$ cat src/rtl/gpio_bank_pkg.sv
package gpio_bank_pkg;

    localparam int ADDR_W = 12;
    localparam int WORD_W = 32;
    localparam int BANK_W = 2;

    localparam logic [ADDR_W-1:0] BASE_DIR  = 12'h014;
    localparam logic [ADDR_W-1:0] BASE_PAD  = 12'h024;
    localparam logic [ADDR_W-1:0] BASE_IEN  = 12'h044;
    localparam logic [ADDR_W-1:0] BASE_SNS  = 12'h104;
    localparam logic [ADDR_W-1:0] BASE_KND  = 12'h114;
    localparam logic [ADDR_W-1:0] BASE_STAT = 12'h124;

    typedef enum logic [2:0] {
        FEAT_NONE,
        FEAT_DIR,
        FEAT_PAD,
        FEAT_IEN,
        FEAT_SNS,
        FEAT_KND,
        FEAT_STAT
    } feat_e;

    // {kind, sense}
    typedef enum logic [1:0] {
        TRIG_LVL_HI = 2'b00,
        TRIG_LVL_LO = 2'b01,
        TRIG_RISE   = 2'b10,
        TRIG_FALL   = 2'b11
    } trig_e;

    typedef struct packed {
        feat_e             feat;
        logic [BANK_W-1:0] bank;
    } decode_t;

    function automatic logic [ADDR_W-1:0] word_addr(input logic [ADDR_W-1:0] base, input int b);
        return base + ADDR_W'(b * 4);
    endfunction

    function automatic decode_t decode_addr(input logic [ADDR_W-1:0] addr, input int nbank);
        decode_t d;
        d.feat = FEAT_NONE;
        d.bank = '0;
        for (int b = 0; b < nbank; b++) begin
            if (addr == word_addr(BASE_DIR, b))  begin d.feat = FEAT_DIR;  d.bank = BANK_W'(b); end
            if (addr == word_addr(BASE_PAD, b))  begin d.feat = FEAT_PAD;  d.bank = BANK_W'(b); end
            if (addr == word_addr(BASE_IEN, b))  begin d.feat = FEAT_IEN;  d.bank = BANK_W'(b); end
            if (addr == word_addr(BASE_SNS, b))  begin d.feat = FEAT_SNS;  d.bank = BANK_W'(b); end
            if (addr == word_addr(BASE_KND, b))  begin d.feat = FEAT_KND;  d.bank = BANK_W'(b); end
            if (addr == word_addr(BASE_STAT, b)) begin d.feat = FEAT_STAT; d.bank = BANK_W'(b); end
        end
        return d;
    endfunction

    // Next status bit for one pin given its trigger mode.
    function automatic logic trig_next(input trig_e mode, input logic cur, input logic evt,
                                       input logic held, input logic clr);
        case (mode)
            TRIG_LVL_HI: return cur;
            TRIG_LVL_LO: return ~cur;
            TRIG_RISE,
            TRIG_FALL:   return evt | (held & ~clr);
            default:     return 1'b0;
        endcase
    endfunction

endpackage

$ cat src/rtl/gpio_bank_sync.sv
module gpio_bank_sync #(
    parameter int W      = 70,
    parameter int STAGES = 2
) (
    input  logic         clk,
    input  logic         rst_n,
    input  logic [W-1:0] din,
    output logic [W-1:0] dout
);

    logic [STAGES-1:0][W-1:0] stg_d, stg_q;

    always_comb begin
        stg_d[0] = din;
        for (int s = 1; s < STAGES; s++) begin
            stg_d[s] = stg_q[s-1];
        end
        dout = stg_q[STAGES-1];
    end

    always_ff @(posedge clk or negedge rst_n) begin
        if (!rst_n) begin
            stg_q <= '0;
        end else begin
            stg_q <= stg_d;
        end
    end

endmodule

$ cat src/rtl/gpio_bank_irq.sv
module gpio_bank_irq
    import gpio_bank_pkg::*;
#(
    parameter int NUM_PINS = 70
) (
    input  logic                clk,
    input  logic                rst_n,
    input  logic [NUM_PINS-1:0] pin_lvl,
    input  logic [NUM_PINS-1:0] cfg_knd,
    input  logic [NUM_PINS-1:0] cfg_sns,
    input  logic [NUM_PINS-1:0] cfg_ien,
    input  logic [NUM_PINS-1:0] stat_clr,
    output logic [NUM_PINS-1:0] status,
    output logic                irq
);

    typedef struct packed {
        logic [NUM_PINS-1:0] prev;
        logic [NUM_PINS-1:0] stat;
        logic                irq;
    } irq_state_t;

    irq_state_t st_d, st_q;
    logic [NUM_PINS-1:0] edge_hit;
    logic [NUM_PINS-1:0] stat_nxt;

    for (genvar i = 0; i < NUM_PINS; i++) begin : g_pin
        assign edge_hit[i] = cfg_knd[i] & (cfg_sns[i] ? (~pin_lvl[i] & st_q.prev[i])
                                                      : (pin_lvl[i] & ~st_q.prev[i]));
        assign stat_nxt[i] = trig_next(trig_e'({cfg_knd[i], cfg_sns[i]}), pin_lvl[i],
                                       edge_hit[i], st_q.stat[i], stat_clr[i]);
    end

    always_comb begin
        st_d      = st_q;
        st_d.prev = pin_lvl;
        st_d.stat = stat_nxt;
        st_d.irq  = |(st_q.stat & cfg_ien);
        status    = st_q.stat;
        irq       = st_q.irq;
    end

    always_ff @(posedge clk or negedge rst_n) begin
        if (!rst_n) begin
            st_q <= '0;
        end else begin
            st_q <= st_d;
        end
    end

    AST_EDGE_STICKY: assert property (@(posedge clk) disable iff (!rst_n)
        1'b1 |=> (($past(st_q.stat & cfg_knd & ~stat_clr) & ~st_q.stat) == '0));

    AST_LEVEL_TRACKS: assert property (@(posedge clk) disable iff (!rst_n)
        1'b1 |=> ((~$past(cfg_knd) & (st_q.stat ^ ($past(pin_lvl) ^ $past(cfg_sns)))) == '0));

    AST_EVENT_BEATS_CLEAR: assert property (@(posedge clk) disable iff (!rst_n)
        1'b1 |=> (($past(edge_hit) & ~st_q.stat) == '0));

endmodule

$ cat src/rtl/gpio_bank_regs.sv
module gpio_bank_regs
    import gpio_bank_pkg::*;
#(
    parameter int NUM_PINS = 70
) (
    input  logic                clk,
    input  logic                rst_n,
    input  logic                bus_we,
    input  logic                bus_re,
    input  logic [ADDR_W-1:0]   bus_addr,
    input  logic [WORD_W-1:0]   bus_wdata,
    input  logic [NUM_PINS-1:0] pin_lvl,
    input  logic [NUM_PINS-1:0] irq_status,
    output logic [NUM_PINS-1:0] cfg_dir,
    output logic [NUM_PINS-1:0] cfg_pad,
    output logic [NUM_PINS-1:0] cfg_ien,
    output logic [NUM_PINS-1:0] cfg_sns,
    output logic [NUM_PINS-1:0] cfg_knd,
    output logic [NUM_PINS-1:0] stat_clr,
    output logic [WORD_W-1:0]   bus_rdata,
    output logic                bus_rvalid
);

    localparam int NBANK = (NUM_PINS + WORD_W - 1) / WORD_W;
    localparam int PADW  = NBANK * WORD_W;

    typedef struct packed {
        logic [NUM_PINS-1:0] dir;
        logic [NUM_PINS-1:0] pad;
        logic [NUM_PINS-1:0] ien;
        logic [NUM_PINS-1:0] sns;
        logic [NUM_PINS-1:0] knd;
        logic [WORD_W-1:0]   rdata;
        logic                rvalid;
    } regs_t;

    regs_t   regs_d, regs_q;
    decode_t dec;
    int      idx;
    logic [PADW-1:0] dir_w, pad_w, ien_w, sns_w, knd_w, clr_w, view_w;

    always_comb begin
        regs_d = regs_q;
        dec    = decode_addr(bus_addr, NBANK);
        idx    = int'(dec.bank);

        dir_w = PADW'(regs_q.dir);
        pad_w = PADW'(regs_q.pad);
        ien_w = PADW'(regs_q.ien);
        sns_w = PADW'(regs_q.sns);
        knd_w = PADW'(regs_q.knd);
        clr_w = '0;

        // read view uses the state before this cycle's write
        case (dec.feat)
            FEAT_DIR:  view_w = dir_w;
            FEAT_PAD:  view_w = PADW'(pin_lvl);
            FEAT_IEN:  view_w = ien_w;
            FEAT_SNS:  view_w = sns_w;
            FEAT_KND:  view_w = knd_w;
            FEAT_STAT: view_w = PADW'(irq_status);
            default:   view_w = '0;
        endcase

        if (bus_we) begin
            case (dec.feat)
                FEAT_DIR:  dir_w[idx*WORD_W +: WORD_W] = bus_wdata;
                FEAT_PAD:  pad_w[idx*WORD_W +: WORD_W] = bus_wdata;
                FEAT_IEN:  ien_w[idx*WORD_W +: WORD_W] = bus_wdata;
                FEAT_SNS:  sns_w[idx*WORD_W +: WORD_W] = bus_wdata;
                FEAT_KND:  knd_w[idx*WORD_W +: WORD_W] = bus_wdata;
                FEAT_STAT: clr_w[idx*WORD_W +: WORD_W] = bus_wdata;
                default:   ;
            endcase
        end

        regs_d.dir    = dir_w[NUM_PINS-1:0];
        regs_d.pad    = pad_w[NUM_PINS-1:0];
        regs_d.ien    = ien_w[NUM_PINS-1:0];
        regs_d.sns    = sns_w[NUM_PINS-1:0];
        regs_d.knd    = knd_w[NUM_PINS-1:0];
        regs_d.rvalid = bus_re;
        regs_d.rdata  = bus_re ? view_w[idx*WORD_W +: WORD_W] : '0;

        stat_clr   = clr_w[NUM_PINS-1:0];
        cfg_dir    = regs_q.dir;
        cfg_pad    = regs_q.pad;
        cfg_ien    = regs_q.ien;
        cfg_sns    = regs_q.sns;
        cfg_knd    = regs_q.knd;
        bus_rdata  = regs_q.rdata;
        bus_rvalid = regs_q.rvalid;
    end

    always_ff @(posedge clk or negedge rst_n) begin
        if (!rst_n) begin
            regs_q <= '0;
        end else begin
            regs_q <= regs_d;
        end
    end

    AST_RVALID_AFTER_READ: assert property (@(posedge clk) disable iff (!rst_n)
        bus_re |=> bus_rvalid);

    AST_NO_READ_NO_VALID: assert property (@(posedge clk) disable iff (!rst_n)
        !bus_re |=> !bus_rvalid);

    AST_CFG_HOLDS: assert property (@(posedge clk) disable iff (!rst_n)
        !bus_we |=> ($stable(cfg_dir) && $stable(cfg_pad) && $stable(cfg_ien)
                     && $stable(cfg_sns) && $stable(cfg_knd)));

endmodule

$ cat src/rtl/gpio_bank_ctrl.sv
module gpio_bank_ctrl
    import gpio_bank_pkg::*;
#(
    parameter int NUM_PINS    = 70,
    parameter int SYNC_STAGES = 2
) (
    input  logic                clk,
    input  logic                rst_n,
    input  logic                bus_we,
    input  logic                bus_re,
    input  logic [ADDR_W-1:0]   bus_addr,
    input  logic [WORD_W-1:0]   bus_wdata,
    output logic [WORD_W-1:0]   bus_rdata,
    output logic                bus_rvalid,
    input  logic [NUM_PINS-1:0] pin_in,
    output logic [NUM_PINS-1:0] pin_out,
    output logic [NUM_PINS-1:0] pin_oe,
    output logic                irq
);

    logic [NUM_PINS-1:0] pin_lvl;
    logic [NUM_PINS-1:0] cfg_ien, cfg_sns, cfg_knd;
    logic [NUM_PINS-1:0] stat_clr, status;

    gpio_bank_sync #(
        .W      (NUM_PINS),
        .STAGES (SYNC_STAGES)
    ) u_sync (
        .clk   (clk),
        .rst_n (rst_n),
        .din   (pin_in),
        .dout  (pin_lvl)
    );

    gpio_bank_regs #(
        .NUM_PINS (NUM_PINS)
    ) u_regs (
        .clk        (clk),
        .rst_n      (rst_n),
        .bus_we     (bus_we),
        .bus_re     (bus_re),
        .bus_addr   (bus_addr),
        .bus_wdata  (bus_wdata),
        .pin_lvl    (pin_lvl),
        .irq_status (status),
        .cfg_dir    (pin_oe),
        .cfg_pad    (pin_out),
        .cfg_ien    (cfg_ien),
        .cfg_sns    (cfg_sns),
        .cfg_knd    (cfg_knd),
        .stat_clr   (stat_clr),
        .bus_rdata  (bus_rdata),
        .bus_rvalid (bus_rvalid)
    );

    gpio_bank_irq #(
        .NUM_PINS (NUM_PINS)
    ) u_irq (
        .clk      (clk),
        .rst_n    (rst_n),
        .pin_lvl  (pin_lvl),
        .cfg_knd  (cfg_knd),
        .cfg_sns  (cfg_sns),
        .cfg_ien  (cfg_ien),
        .stat_clr (stat_clr),
        .status   (status),
        .irq      (irq)
    );

    AST_IRQ_COMBINE: assert property (@(posedge clk) disable iff (!rst_n)
        1'b1 |=> (irq == |($past(status & cfg_ien))));

endmodule

$ cat config.mk
export PLATFORM = sky130hd
export DESIGN_NAME = gpio_bank_ctrl
export DESIGN_NICKNAME = d
export VERILOG_FILES = /design/src/rtl/gpio_bank_pkg.sv /design/src/rtl/gpio_bank_sync.sv /design/src/rtl/gpio_bank_irq.sv /design/src/rtl/gpio_bank_regs.sv /design/src/rtl/gpio_bank_ctrl.sv
export SDC_FILE = /design/constraint.sdc
export NUM_CORES = 1
export LEC_CHECK = 0
export CAP_MARGIN = 20
export CORE_UTILIZATION = 27
export DETAILED_ROUTE_END_ITERATION = 7
export PLACE_DENSITY = 0.42
export SYNTH_ARGS = -nofsm -noshare
export SYNTH_HDL_FRONTEND = slang
export SYNTH_HIERARCHICAL = 1
export SYNTH_SLANG_ARGS = --single-unit
$ cat constraint.sdc
create_clock -name clk -period 2 [get_ports clk]
set_input_delay 0.2 -clock clk [delete_from_list [all_inputs] [get_ports clk]]
set_output_delay 0.2 -clock clk [all_outputs]
set_load 0.01 [all_outputs]
==> impl_metrics.toml <==
[clocking]
clk_latency_ns = 0.66
cts_max_level = 3
clkSinkCount = 664
cts_root_buffer = "clkbuf_16"
path_clk_slew_ns = 0.06
cts_buffer_depth = 3
cts_tree = "built"
cts-buffers-inserted = 79

[worst_setup_path]
crit_path_max_fanout = 8
cp.required_ns = 2.51
cp.arrival_ns = 2.75
cp-start-kind = "primary input"
endpoint_kind = "flop"
worstSetupPathType = "in -> reg"

[synth]
synth_area_sq_um = 27700
synth-xor-area-share = 0.00697
yosys_most_used_dff = "dfrtp_1"
synth.avg_cell_area_sq_um = 10.3
synth_compound_area_frac = 0.184
ys_warn_count = 6
muxShareOfSynthArea = 0.00909
synthArstFlopShare = 1.00
yosysSeqAreaShare = 0.601
synth_nets = 2820
syn_inst = 2698
synth_enable_flop_cells = 0
synth_top_family_by_area = "compound AO/OA/AOI/OAI gates"
synth_seq_cells = 664
yosys.area_share.adder = 0.00181
synth-simple-area-share = 0.149
yosysUniqueCellTypes = 70

[drt]
vias = 23900
drtIter0Drc = 2187
routedWlPerCell_um = 26.0
drc = 0
ant_nets = 0
firstDrtPassIters = 6
vias_per_cell = 5.05
drt_wl_total_um = 123000

[pwr]
internal-power_mw = 23.0
power_density_nw_per_um2 = 748
comb_power_share = 0.052
p_clk_frac = 0.483
power.leakage_nw = 17.1
peakVddDrop_mv = 0.556
power_switching_mw = 7.31
switching_share = 0.241
pwr-share-seq = 0.466

[global_routing]
grt_max_degree = 79
grt_pass1_vias = 23900
antenna_found_initial = 5
grt_pass1_wl_um = 174000
grt_overflow = 0
grt_usage = 0.234

[sta]
skew_ns = 0.0384
worst_pin_slew_ns = 0.624
setup_slack_ns = -0.239
setup_violations = 380
post-route-period-util = 1.12
max_slew_margin = 0.582
rsz0062_at_grt = "yes"
period_needed_ns = 2.24
drv_slew = 0
timing_hold_violations_final = 0
max_freq_mhz = 447

[placement]
place_area_sq_um = 34800
dp_hpwl_um = 87600
io_buffers = 291
routabilityCongestion = 0.892

[outcome]
outcome = "finished, violations left"
violations = "negative setup slack"

[final_layout]
area_delta_synth_final_pct = 46.3
drive_above_1_share = 0.253
fill_cells = 9868
regArea_sq_um = 16600
fin_nets = 3434
design_area_sq_um = 40500
multi_input_area_sq_um = 11400
fin_util = 0.398

[floorplanning]
die_h_um = 322
rows = 117
dieWidth_um = 322
coreArea_sq_um = 102000
io_pins = 292
dieArea_sq_um = 104000
start_util = 0.272

[flow_run]
cap_violations = 0

[worst_hold_path]
hold_path_class = "in -> reg"
[area by class of cell]
| class | count | share of cell area |
|---|---|---|
| Sequential cell | 664 | 0.411 |
| Multi-Input combinational cell | 1773 | 0.281 |
| Timing Repair Buffer | 742 | 0.197 |
| Clock buffer | 114 | 0.0563 |
| Tap cell | 1368 | 0.0423 |
| Clock inverter | 30 | 0.00813 |
| Inverter | 52 | 0.00482 |
| Antenna cell | 1 | 0.0000618 |
[logic make-up after synthesis]
group / Yosys count
AO/OA/AOI/OAI: 782
XOR/XNOR: 22
adder cells (fa/ha/maj): 4
buffers and inverters: 261
flip-flops: 664
multiplexers: 25
AND/OR/NAND/NOR: 940
[worst max-delay path, cell delays in order]
cell,delay (ns)
buf_8,0.11
buf_6,0.11
nor3b_4,0.22
a211oi_4,0.09
buf_4,0.16
nor3_4,0.25
buf_6,0.15
ha_4,0.12
and2_4,0.15
nand2_4,0.05
nor4_4,0.24
buf_6,0.16
buf_8,0.13
buf_12,0.15
and2_4,0.15
nor2_2,0.03
a311o_1,0.27
[cells in the mapped netlist (all sizes together), types with 2 or more instances]
library cell,instances,area (sq um)
a211oi,61,463
xnor2,22,193
a222oi,18,180
nor3b,3,27.5
a31oi,9,56.3
and2,72,453
clkbuf,93,349
a311o,49,490
inv,52,195
a221oi,72,656
nor3,27,188
a221o,5,50.1
nand3,10,62.6
o21bai,2,15.0
nand4,9,56.3
a22o,12,105
o221ai,22,193
o21ai,372,1870
a311oi,8,70.1
mux2i,24,240
nor2b,4,25.0
dfrtp,664,16600
a2111oi,3,27.5
buf,116,776
o2111ai,2,17.5
nand2,634,2390
and3,3,18.8
nor2,109,417
nand2b,52,325
ha,4,50.1
or2,2,12.5
o211ai,2,15.0
nor4,10,111
a31o,8,70.1
a22oi,42,315
a21oi,87,435
[state kept, by name, summed over array words and instances, names as in the netlist]
signal             count
u_sync/dout           70
u_sync/stg_d          70
u_irq/st_q            70
u_regs/cfg_ien        70
u_irq/irq              1
u_irq/status          70
u_regs/bus_rvalid      1
u_regs/bus_rdata      32
u_regs/cfg_pad        70
u_regs/cfg_dir        70
u_regs/cfg_knd        70
u_regs/cfg_sns        70
[repair_timing]
action | 4_1_cts | 5_1_grt
hold buffers | 64 | 0
pin swaps | 98 | 44
hold endpoints to repair | 415 | 0
setup endpoints to repair | 457 | 446
gates resized for setup | 422 | 147
setup buffers | 29 | 31
gates cloned | 9 | 2
[per-stage QoR]
step	hold slack, ns	total power, mW	instances	setup slack [ns]	TNS (ns)
after floorplan	-0.0956	14.7	2698	-0.666	-192.25
after global placement	0.151	15.7	4467	-1.38	-505.44
after detailed placement	0.148	15.7	4467	-1.34	-511.86
after CTS	0.00324	30.7	4713	-0.176	-11.35
after global routing	0.00111	31.4	4743	-0.311	-54.45
final	0.0337	30.3	4744	-0.239	-32.64
[final timing paths]
path / start / end / slack, ns / cells past startpoint
worst max register to register: u_regs/cfg_ien[32] / u_irq/irq / -0.03 / 6
worst min register to register: u_sync/stg_d[105] / u_sync/dout[35] / 0.34 / 0
worst max-delay path: bus_addr[4] / u_irq/status[55] / -0.24 / 17
min in group asynchronous: rst_n / u_sync/stg_d[135] / 0.11 / 2
worst min-delay path: pin_in[69] / u_sync/stg_d[139] / 0.03 / 1
max in group asynchronous: rst_n / u_sync/dout[37] / 0.97 / 3
[layout by cell type (no fill, tap or decap), types with 54 or more instances in the layout]
cell / count
o21ai_1: 87
dlygate4sd3_1: 64
buf_12: 88
clkdlybuf4s50_1: 278
o21ai_0: 190
a21oi_1: 87
buf_4: 254
nor2_1: 91
a211oi_1: 54
nand2_1: 568
o21ai_2: 94
clkbuf_16: 84
dfrtp_1: 660
[power groups by stage]
stage          clock network [mW]  logic, mW  registers (mW)
4_1_cts                      15.0       1.57            14.1
5_1_grt                      15.5       1.70            14.1
6_report                     14.6       1.57            14.1
3_5_place_dp                    0       1.39            14.3
3_3_place_gp                    0       1.37            14.3
2_1_floorplan                   0      0.487            14.2
[layer usage]
layer | part of all wire | vias to the layer above | GRT usage
met3 | 0.057 | 186 | 0.0352
met4 | 0.040 | 0 | 0.0906
met2 | 0.47 | 883 | 0.380
met5 | 0 | - | 0
met1 | 0.43 | 12200 | 0.314
li1 | - | 10700 | -
(Power assumes the default switching activity.)
